## src/rtl/cascade_alu_pkg.sv

```systemverilog
package cascade_alu_pkg;

   typedef enum logic [3:0] {
      OP_ADD = 4'd0,
      OP_SUB = 4'd1,
      OP_INC = 4'd2,
      OP_DEC = 4'd3,
      OP_COM = 4'd4,
      OP_AND = 4'd5,
      OP_OR  = 4'd6,
      OP_XOR = 4'd7,
      OP_SRA = 4'd8,
      OP_SLA = 4'd9,
      OP_STC = 4'd10,
      OP_CLC = 4'd11
   } alu_op_e;

   typedef enum logic [2:0] {
      FN_SUM,
      FN_AND,
      FN_OR,
      FN_XOR,
      FN_NOT
   } slice_fn_e;

   typedef enum logic [1:0] {
      SEL_SLICE,
      SEL_SRA,
      SEL_SLA,
      SEL_PASS
   } res_sel_e;

endpackage

```

## src/rtl/alu_slice.sv

```systemverilog
module alu_slice
   import cascade_alu_pkg::*;
#(
   parameter int W = 4
) (
   input  logic [W-1:0] a_i,
   input  logic [W-1:0] b_i,
   input  logic         cin_i,
   input  slice_fn_e    fn_i,
   output logic [W-1:0] f_o,
   output logic         cout_o
);

   logic [W:0]   chain;
   logic [W-1:0] sum;

   assign chain[0] = cin_i;

   // Bit-level ripple inside the slice
   for (genvar i = 0; i < W; i++) begin : g_bit
      assign sum[i]     = a_i[i] ^ b_i[i] ^ chain[i];
      assign chain[i+1] = (a_i[i] & b_i[i]) | (chain[i] & (a_i[i] ^ b_i[i]));
   end

   assign cout_o = chain[W];

   always_comb begin
      case (fn_i)
         FN_SUM:  f_o = sum;
         FN_AND:  f_o = a_i & b_i;
         FN_OR:   f_o = a_i | b_i;
         FN_XOR:  f_o = a_i ^ b_i;
         FN_NOT:  f_o = ~a_i;
         default: f_o = sum;
      endcase
   end

endmodule

```

## src/rtl/alu_shift.sv

```systemverilog
module alu_shift #(
   parameter int DATA_W = 16
) (
   input  logic [DATA_W-1:0] a_i,
   output logic [DATA_W-1:0] sra_o,
   output logic [DATA_W-1:0] sla_o,
   output logic              sra_out_o,
   output logic              sla_out_o
);

   assign sra_o     = {a_i[DATA_W-1], a_i[DATA_W-1:1]};
   assign sla_o     = {a_i[DATA_W-2:0], 1'b0};
   assign sra_out_o = a_i[0];
   assign sla_out_o = a_i[DATA_W-1];

endmodule

```

## src/rtl/alu_flag_reg.sv

```systemverilog
module alu_flag_reg (
   input  logic clk,
   input  logic rst_n,
   input  logic en_i,
   input  logic upd_c_i,
   input  logic upd_zs_i,
   input  logic c_next_i,
   input  logic z_next_i,
   input  logic s_next_i,
   output logic c_o,
   output logic z_o,
   output logic s_o
);

   always_ff @(posedge clk) begin
      if (!rst_n) begin
         c_o <= 1'b0;
         z_o <= 1'b0;
         s_o <= 1'b0;
      end else if (en_i) begin
         if (upd_c_i) c_o <= c_next_i;
         if (upd_zs_i) begin
            z_o <= z_next_i;
            s_o <= s_next_i;
         end
      end
   end

endmodule

```

## src/rtl/cascade_alu.sv

```systemverilog
module cascade_alu
   import cascade_alu_pkg::*;
#(
   parameter int  SLICE_W    = 4,
   parameter int  NUM_SLICES = 4,
   localparam int DATA_W     = SLICE_W * NUM_SLICES
) (
   input  logic              clk,
   input  logic              rst_n,
   input  logic [3:0]        op_i,
   input  logic [DATA_W-1:0] acc_i,
   input  logic [DATA_W-1:0] reg_i,
   input  logic              flag_en_i,
   output logic [DATA_W-1:0] result_o,
   output logic              carry_o,
   output logic              zero_o,
   output logic              sign_o
);

   // Elaboration-time parameter checks
   if (SLICE_W < 1) begin : g_bad_slice_w
      $error("cascade_alu: SLICE_W must be at least 1");
   end
   if (NUM_SLICES < 1) begin : g_bad_num_slices
      $error("cascade_alu: NUM_SLICES must be at least 1");
   end
   if (DATA_W < 2) begin : g_bad_width
      $error("cascade_alu: data width must be at least 2 for the shifts");
   end

   alu_op_e             op;
   logic [DATA_W-1:0]   b_eff;
   logic                cin0;
   slice_fn_e           fn;
   res_sel_e            res_sel;
   logic                upd_c, upd_zs, c_next;
   logic [NUM_SLICES:0] carry_chain;
   logic [DATA_W-1:0]   slice_f;
   logic [DATA_W-1:0]   sra_v, sla_v;
   logic                sra_out, sla_out;

   assign op = alu_op_e'(op_i);

   // Operand and slice-function decode
   always_comb begin
      b_eff = reg_i;
      cin0  = 1'b0;
      fn    = FN_SUM;
      case (op)
         OP_SUB: begin b_eff = ~reg_i; cin0 = 1'b1; end
         OP_INC: begin b_eff = '0;     cin0 = 1'b1; end
         OP_DEC: b_eff = '1;
         OP_COM: fn = FN_NOT;
         OP_AND: fn = FN_AND;
         OP_OR:  fn = FN_OR;
         OP_XOR: fn = FN_XOR;
         default: ;
      endcase
   end

   // Slice cascade: carry ripples upward from slice to slice
   assign carry_chain[0] = cin0;
   for (genvar s = 0; s < NUM_SLICES; s++) begin : g_slice
      alu_slice #(.W(SLICE_W)) u_slice (
         .a_i    (acc_i[s*SLICE_W +: SLICE_W]),
         .b_i    (b_eff[s*SLICE_W +: SLICE_W]),
         .cin_i  (carry_chain[s]),
         .fn_i   (fn),
         .f_o    (slice_f[s*SLICE_W +: SLICE_W]),
         .cout_o (carry_chain[s+1])
      );
   end

   alu_shift #(.DATA_W(DATA_W)) u_shift (
      .a_i       (acc_i),
      .sra_o     (sra_v),
      .sla_o     (sla_v),
      .sra_out_o (sra_out),
      .sla_out_o (sla_out)
   );

   // Result select and flag-update decode
   always_comb begin
      res_sel = SEL_SLICE;
      upd_c   = 1'b0;
      upd_zs  = 1'b0;
      c_next  = carry_chain[NUM_SLICES];
      case (op)
         OP_ADD, OP_SUB, OP_INC, OP_DEC: begin
            upd_c  = 1'b1;
            upd_zs = 1'b1;
         end
         OP_COM, OP_AND, OP_OR, OP_XOR: upd_zs = 1'b1;
         OP_SRA: begin
            res_sel = SEL_SRA;
            upd_c   = 1'b1;
            upd_zs  = 1'b1;
            c_next  = sra_out;
         end
         OP_SLA: begin
            res_sel = SEL_SLA;
            upd_c   = 1'b1;
            upd_zs  = 1'b1;
            c_next  = sla_out;
         end
         OP_STC: begin
            res_sel = SEL_PASS;
            upd_c   = 1'b1;
            c_next  = 1'b1;
         end
         OP_CLC: begin
            res_sel = SEL_PASS;
            upd_c   = 1'b1;
            c_next  = 1'b0;
         end
         default: res_sel = SEL_PASS;
      endcase
   end

   always_comb begin
      case (res_sel)
         SEL_SRA:  result_o = sra_v;
         SEL_SLA:  result_o = sla_v;
         SEL_PASS: result_o = acc_i;
         default:  result_o = slice_f;
      endcase
   end

   alu_flag_reg u_flags (
      .clk      (clk),
      .rst_n    (rst_n),
      .en_i     (flag_en_i),
      .upd_c_i  (upd_c),
      .upd_zs_i (upd_zs),
      .c_next_i (c_next),
      .z_next_i (~|result_o),
      .s_next_i (result_o[DATA_W-1]),
      .c_o      (carry_o),
      .z_o      (zero_o),
      .s_o      (sign_o)
   );

endmodule

```

## config.mk

```make
export PLATFORM = sky130hd
export DESIGN_NAME = cascade_alu
export DESIGN_NICKNAME = d
export VERILOG_FILES = /design/src/rtl/cascade_alu_pkg.sv /design/src/rtl/alu_slice.sv /design/src/rtl/alu_shift.sv /design/src/rtl/alu_flag_reg.sv /design/src/rtl/cascade_alu.sv
export SDC_FILE = /design/constraint.sdc
export NUM_CORES = 1
export LEC_CHECK = 0
export BUFFER_PORTS_ARGS = -buffer_cell sky130_fd_sc_hd__buf_2
export CAP_MARGIN = 40
export CORE_MARGIN = 2
export CORE_UTILIZATION = 50
export DETAILED_ROUTE_END_ITERATION = 10
export PLACE_DENSITY_LB_ADDON = 0.3
export SLEW_MARGIN = 30
export SYNTH_ARGS = -nofsm -noshare
export SYNTH_HDL_FRONTEND = slang
export SYNTH_SLANG_ARGS = --single-unit
```

## constraint.sdc

```tcl
create_clock -name clk -period 25.8 [get_ports clk]
set_clock_uncertainty 0.15 [all_clocks]
set_input_delay 3.87 -clock clk [delete_from_list [all_inputs] [get_ports clk]]
set_output_delay 3.87 -clock clk [all_outputs]
set_load 0.01 [all_outputs]
```

==> run metrics, run 1 <==
outcome=completed; final cycle utilization of the critical path=58.7%; Die X-Extent=77.6 um; Max-Cap Viols=0; IO Count=58; CTS clk-pin slew, worst paths=30 ps; leakage=0.00138 uW; Internal=around 40 uW; flop-to-flop setup slack=between 20000 and 30000 ps; Switch Pwr=37.1 uW; crit start category=input port; via/cell ratio=6.04; Remaining Overflow, GRT=0; Synth async-reset ratio=0%; clock sinks=3; GRT Overall Usage=25.6%; PD cells=25.7 nW/um^2; leading cell type in the layout, fill and taps excluded=buf_2; TNS Setup=0 ps; first-pass GRT wire length=12500 um; Reg-to-Reg End=u_flags.s_o$_SDFFE_PN0P_; Mapped Area=2710 um^2; RSZ-0062 raised after global routing=false; sw frac=48.7%; clock root cell=clkbuf_8; Slew Limit Headroom=46.7%; initial cell density of the core=52.3%; yosys warns=0; Setup violations, final=0; Cell variety after synth=57; post-DP HPWL=5800 um; ys flop type=dfxtp_1; Inserted Diodes=0; Worst Max-Slew Pin Slew=799 ps; EDFF count, synth=0; hold_buf cts=0; latest clock arrival within the worst-skew pair=220 ps; Setup crit start=op_i[1]; initial antenna violation count=0; Final Hold Vio Count=0; number of synthesized register bits=3; HP Class=reg2reg; vias in the first global route=approximately 2600; share of cells above drive strength 1=18.2%; Fmax=~66 MHz; PostCTS Resize Cnt=0; die height=77.6 um; largest net degree at the start of global routing=73; Core Area=5170 um^2; gpl congestion=between 0.9 and 1; fin crit period=~15000 ps; Critical R2R Launch=u_flags.s_o$_SDFFE_PN0P_; Via Count=between 2000 and 3000; CP endpoint kind=output port; port bufs=57; post-CTS setup repair buffer count=0; syn_nets=454; H-tree levels=1; drt pass-1 iters=4; die area=6020 um^2; WL/cell=16.2 um; Worst Path Max Fanout=48; max incr delay on CP=610 ps; Top cell by count, worst path=fa_1; drt total wl=between 7000 and 8000 um; Seq/Total Area, Yosys=under 10%; Critical Path RT=~22000 ps; WS Path Type=in2out; clock group share of total power=18.1%; Area Growth Syn to Fin=9.39%; # nets final=just under 500; DRC=0; Reg power frac=6.6%; final hold slack=323 ps; Arrival @ worst endpoint=11130 ps; Comb pwr share=75.3%; Max Transition Viols Final=0; Peak VDD IR=roughly 0.015 mV; Post-Synthesis Cells=367; Clock Tree Buf Depth=2; CP endpoint=result_o[15]; syn avg cell area=7.37 um^2; Final ANT Viol Nets=0; most frequent cells in the layout=buf_2 (57), inv_1 (40), nor2_1 (34), a21oi_1 (33), ha_1 (32); critical-path cell with the highest stage delay=buf_2; TritonCTS clock tree=built; clock buffer count from CTS=3; Initial DRC Count=185; std cell rows=26; Reg2Reg Depth=2
==> metrics by stage <==
step | utilization, % | instance area [um^2] | total power (uW) | setup WS, ps | std cells
floorplan | - | 2710 | 45.2 | 11140 | 367
global placement | 56.0 | 2900 | 60.1 | 10440 | 466
detailed placement | 56.4 | 2920 | 62.0 | 10740 | 468
CTS | 57.2 | 2960 | 76.3 | 10720 | 472
global route | 57.2 | 2960 | 84.5 | 10160 | 472
finish | 57.2 | 2960 | 76.2 | 10650 | 472
==> worst max-delay path, delay by kind of cell <==
| kind | cells | cell delay, ps |
|---|---|---|
| and+or+nand+nor | 1 | 260 |
| buffers and inverters | 10 | 1330 |
| AOI/OAI and AO/OA | 4 | 720 |
| adders and majority gates | 16 | 4910 |
==> worst min path at each step <==
stage                                        start                       end  slack [ps]  depth (start not counted)
final                     u_flags.z_o$_SDFFE_PN0P_  u_flags.z_o$_SDFFE_PN0P_         320                          2
after global routing      u_flags.z_o$_SDFFE_PN0P_  u_flags.z_o$_SDFFE_PN0P_         340                          2
after CTS                 u_flags.z_o$_SDFFE_PN0P_  u_flags.z_o$_SDFFE_PN0P_         330                          2
after detailed placement  u_flags.z_o$_SDFFE_PN0P_  u_flags.z_o$_SDFFE_PN0P_         310                          2
after global placement    u_flags.z_o$_SDFFE_PN0P_  u_flags.z_o$_SDFFE_PN0P_         310                          2
after floorplan           u_flags.z_o$_SDFFE_PN0P_  u_flags.z_o$_SDFFE_PN0P_         330                          2
==> flip-flops by register name (all words and copies together), names as in the netlist <==
signal and count:
u_flags.c_o 1, u_flags.s_o 1, u_flags.z_o 1
==> cells by family after synthesis <==
group                    count (synthesis)  share of synthesized area (%)
buffers and inverters                   71                           13.1
AND/OR/NAND/NOR                        123                           25.9
multiplexers                             4                           1.57
adder cells (fa/ha/maj)                 48                           26.6
flip-flops                               3                           2.22
AO/OA/AOI/OAI                          118                           30.6
==> layout make-up <==
cell class	count	area, um^2
clock buffer	4	45.0
timing repair buffer	62	325
fill	485	2210
multi-input combinational	293	2290
tap	70	87.6
sequential	3	60.1
inverter	40	150
==> power by group through the flow <==
stage                     Clock [uW]  Sequential [uW]  Combinational (uW)
after detailed placement           0             5.09                56.9
after global placement             0             5.08                55.0
after floorplan                    0             5.20                40.0
after CTS                       14.1             5.03                57.1
final                           13.8             5.03                57.4
after global routing            14.8             5.03                64.7
==> synthesized netlist by cell type (3+ instances only) <==
library cell,instances,area (um^2)
buf_4,4,30.0
nor2_1,34,128
nor4b_1,6,52.6
o211a_1,4,40.0
o221ai_1,5,43.8
a211o_1,4,35.0
nor2b_1,9,56.3
o211ai_1,6,45.0
inv_1,40,150
o22a_1,5,43.8
buf_2,15,75.1
or2_2,3,18.8
o21a_1,5,37.5
dfxtp_1,3,60.1
nor3_1,7,35.0
buf_6,5,56.3
nand2_1,16,60.1
a211oi_1,16,120
nand3_1,5,25.0
clkbuf_1,6,22.5
a21oi_1,33,165
nand4_1,4,25.0
nand2b_1,14,87.6
ha_1,32,400
or4bb_1,3,33.8
o21ai_0,17,85.1
and2_1,4,25.0
nor3b_1,3,22.5
fa_1,16,320
==> per-layer routing <==
metal / up-vias / global-route usage (%) / share of wire [%] / wire length [um]
li1: 1394 / - / - / -
met1: 1329 / 35.3 / 44 / 3360
met2: 115 / 42.2 / 46 / 3550
met3: 13 / 1.98 / 7.3 / 563
met4: 0 / 8.57 / 2.5 / 192
met5: - / 0 / 0 / 0
No activity file was read; power rests on OpenSTA's default activity.
==> inputs of run 2 (changes only) <==
==> constraint.sdc (replaced) <==
create_clock -name clk -period 13 [get_ports clk]
set_clock_uncertainty 0.15 [all_clocks]
set_input_delay 1.95 -clock clk [delete_from_list [all_inputs] [get_ports clk]]
set_output_delay 1.95 -clock clk [all_outputs]
set_load 0.01 [all_outputs]
==> run 2 against run 1 <==
  * Cell count stayed put
  * Design area stayed put
  * Worst setup slack worse by 8900 ps
  * Critical path depth stayed put
  * Global-route usage is 0.15 points higher
  * Critical endpoint unchanged
  * Clock power is 100% higher
  * Sequential share of layout area stayed put
  * Hold slack worse by 14 ps
  * Critical path type unchanged
  * Clock-buffer cell count stayed put
  * Flip-flop and latch count stayed put
  * First-iteration DRC count is 7.6% higher
==> run metrics, run 2 (synthesized netlist as in run 1, its figures left out) <==
outcome=completed (unchanged); via/cell ratio=5.96 (was 6.04); Setup violations, final=0 (unchanged); final hold slack=309 ps (was 323 ps); die area=6020 um^2 (unchanged); RSZ-0062 raised after global routing=false (unchanged); hold path startpoint=u_flags.z_o$_SDFFE_PN0P_ (unchanged); Reg-to-Reg End=u_flags.s_o$_SDFFE_PN0P_ (unchanged); port bufs=57 (unchanged); Clock Tree Buf Depth=2 (unchanged); Max Transition Viols Final=0 (unchanged); CTS clk-pin slew, worst paths=30 ps (about the same); Core Area=5170 um^2 (unchanged); Worst Max-Slew Pin Slew=794 ps (was 799 ps); final cycle utilization of the critical path=86.6%; die height=77.6 um (unchanged); vias in the first global route=2594 (was 2564); clock buffer count from CTS=3 (unchanged); CP endpoint kind=output port (unchanged); largest net degree at the start of global routing=70 (was 73); Top Registers=u_flags.c_o (1), u_flags.s_o (1), u_flags.z_o (1) (unchanged); Area Growth Syn to Fin=9.39% (unchanged); drt pass-1 iters=4 (unchanged); post-CTS setup repair buffer count=0 (unchanged); Top cell by count, worst path=fa_1 (unchanged); GRT Overall Usage=25.7% (was 25.6%); Worst Path Max Fanout=48 (unchanged); PD cells=50.8 nW/um^2 (was 25.7 nW/um^2); drt total wl=7530 um (was 7660 um); Critical R2R Launch=u_flags.s_o$_SDFFE_PN0P_ (unchanged); critical-path cell with the highest stage delay=buf_2 (unchanged); initial antenna violation count=0 (unchanged); Inserted Diodes=0 (unchanged); Worst path top cell family by delay=adder cells (unchanged); std cell rows=26 (unchanged); Final ANT Viol Nets=0 (unchanged); Final Hold Vio Count=0 (unchanged); H-tree levels=1 (unchanged); Critical Path RT=10900 ps (was 21780 ps); Initial DRC Count=199 (was 185); clock root cell=clkbuf_8 (unchanged); leading cell type in the layout, fill and taps excluded=buf_2 (unchanged); WS Path Type=in2out (unchanged); share of cells above drive strength 1=18.2% (unchanged); Total Power=150 uW (was 76.2 uW); Fmax=88.8 MHz; fin crit period=about 11000 ps; IO Count=58 (unchanged); most frequent cells in the layout=buf_2 (57), inv_1 (40), nor2_1 (34), a21oi_1 (33), ha_1 (32) (unchanged); Peak VDD IR=0.0237 mV (was 0.0151 mV); gpl congestion=0.961 (was 0.912); crit start category=input port (unchanged); HP Class=reg2reg (unchanged); Max-Cap Viols=0 (unchanged); Die X-Extent=77.6 um (unchanged); Slew Limit Headroom=46.9% (was 46.7%); initial cell density of the core=52.3% (unchanged); PostCTS Resize Cnt=0 (unchanged); flop-to-flop setup slack=12220 ps (was 25020 ps); max incr delay on CP=590 ps (was 610 ps); DRC=0 (unchanged); WL/cell=15.9 um (was 16.2 um); Arrival @ worst endpoint=9160 ps (was 11130 ps); # nets final=490 (unchanged); Reg2Reg Depth=2 (unchanged); Via Count=2813 (was 2851); leakage=0.00138 uW (unchanged); WHS Path Cells=2 (unchanged); latest clock arrival within the worst-skew pair=220 ps (about the same); Remaining Overflow, GRT=0 (unchanged); worst hold path endpoint=u_flags.z_o$_SDFFE_PN0P_ (unchanged); first-pass GRT wire length=12700 um (was 12500 um); clock sinks=3 (unchanged); TNS Setup=0 ps (unchanged); Buf/Inv on CP=10 (unchanged); post-DP HPWL=5730 um (was 5800 um); TritonCTS clock tree=built (unchanged); hold_buf cts=0 (unchanged)
[run 2: cell counts in the layout (fill, tap and decap cells not counted)]
No cell type changed its count.
[run 2: cell type report]
| cell class | count | area [um^2] |
|---|---|---|
| timing repair buffer | 62 | 325 |
| tap | 70 | 87.6 |
| fill | 510 | 2210 |
| inverter | 40 | 150 |
| sequential | 3 | 60.1 |
| multi-input combinational | 293 | 2290 |
| clock buffer | 4 | 45.0 |
[run 2: how the worst max path moves through the flow]
| stage | end | from | slack, ps | cells after the start |
|---|---|---|---|---|
| finish | result_o[15] | op_i[1] | 1740 | 31 |
| global route | result_o[15] | op_i[1] | 1280 | 31 |
| CTS | result_o[15] | op_i[1] | 1780 | 31 |
| detailed placement | result_o[15] | op_i[1] | 1780 | 31 |
| global placement | result_o[15] | op_i[1] | 1980 | 31 |
| floorplan | result_o[15] | op_i[3] | 2180 | 32 |
[run 2: power by group]
group          internal, uW  switching (uW)
combinational          46.7            65.9
sequential             9.75           0.227
clock                  21.0            6.81
total                  77.4            73.0
[run 2: stage by stage]
| stage | utilization, % | instances | worst slack, ps | instance area (um^2) |
|---|---|---|---|---|
| 2_1_floorplan | - | 367 | 2180 | 2710 |
| 3_3_place_gp | 56.2 | 467 | 1980 | 2910 |
| 3_5_place_dp | 56.4 | 468 | 1780 | 2920 |
| 4_1_cts | 57.2 | 472 | 1780 | 2960 |
| 5_1_grt | 57.2 | 472 | 1280 | 2960 |
| 6_report | 57.2 | 472 | 1740 | 2960 |
[run 2: per-layer routing]
metal | routed length, um | track usage [%]
met5 | 0 | 0
met4 | 90 | 5.36
met3 | 631 | 3.14
met2 | 3460 | 42.3
met1 | 3350 | 36.2
[run 2: worst reg2reg max path: cells and delay by family (launching register included)]
kind | cells | cell delay, ps
flip-flops | 1 | 320
AND/OR/NAND/NOR | 1 | 190
AO/OA/AOI/OAI | 1 | 40
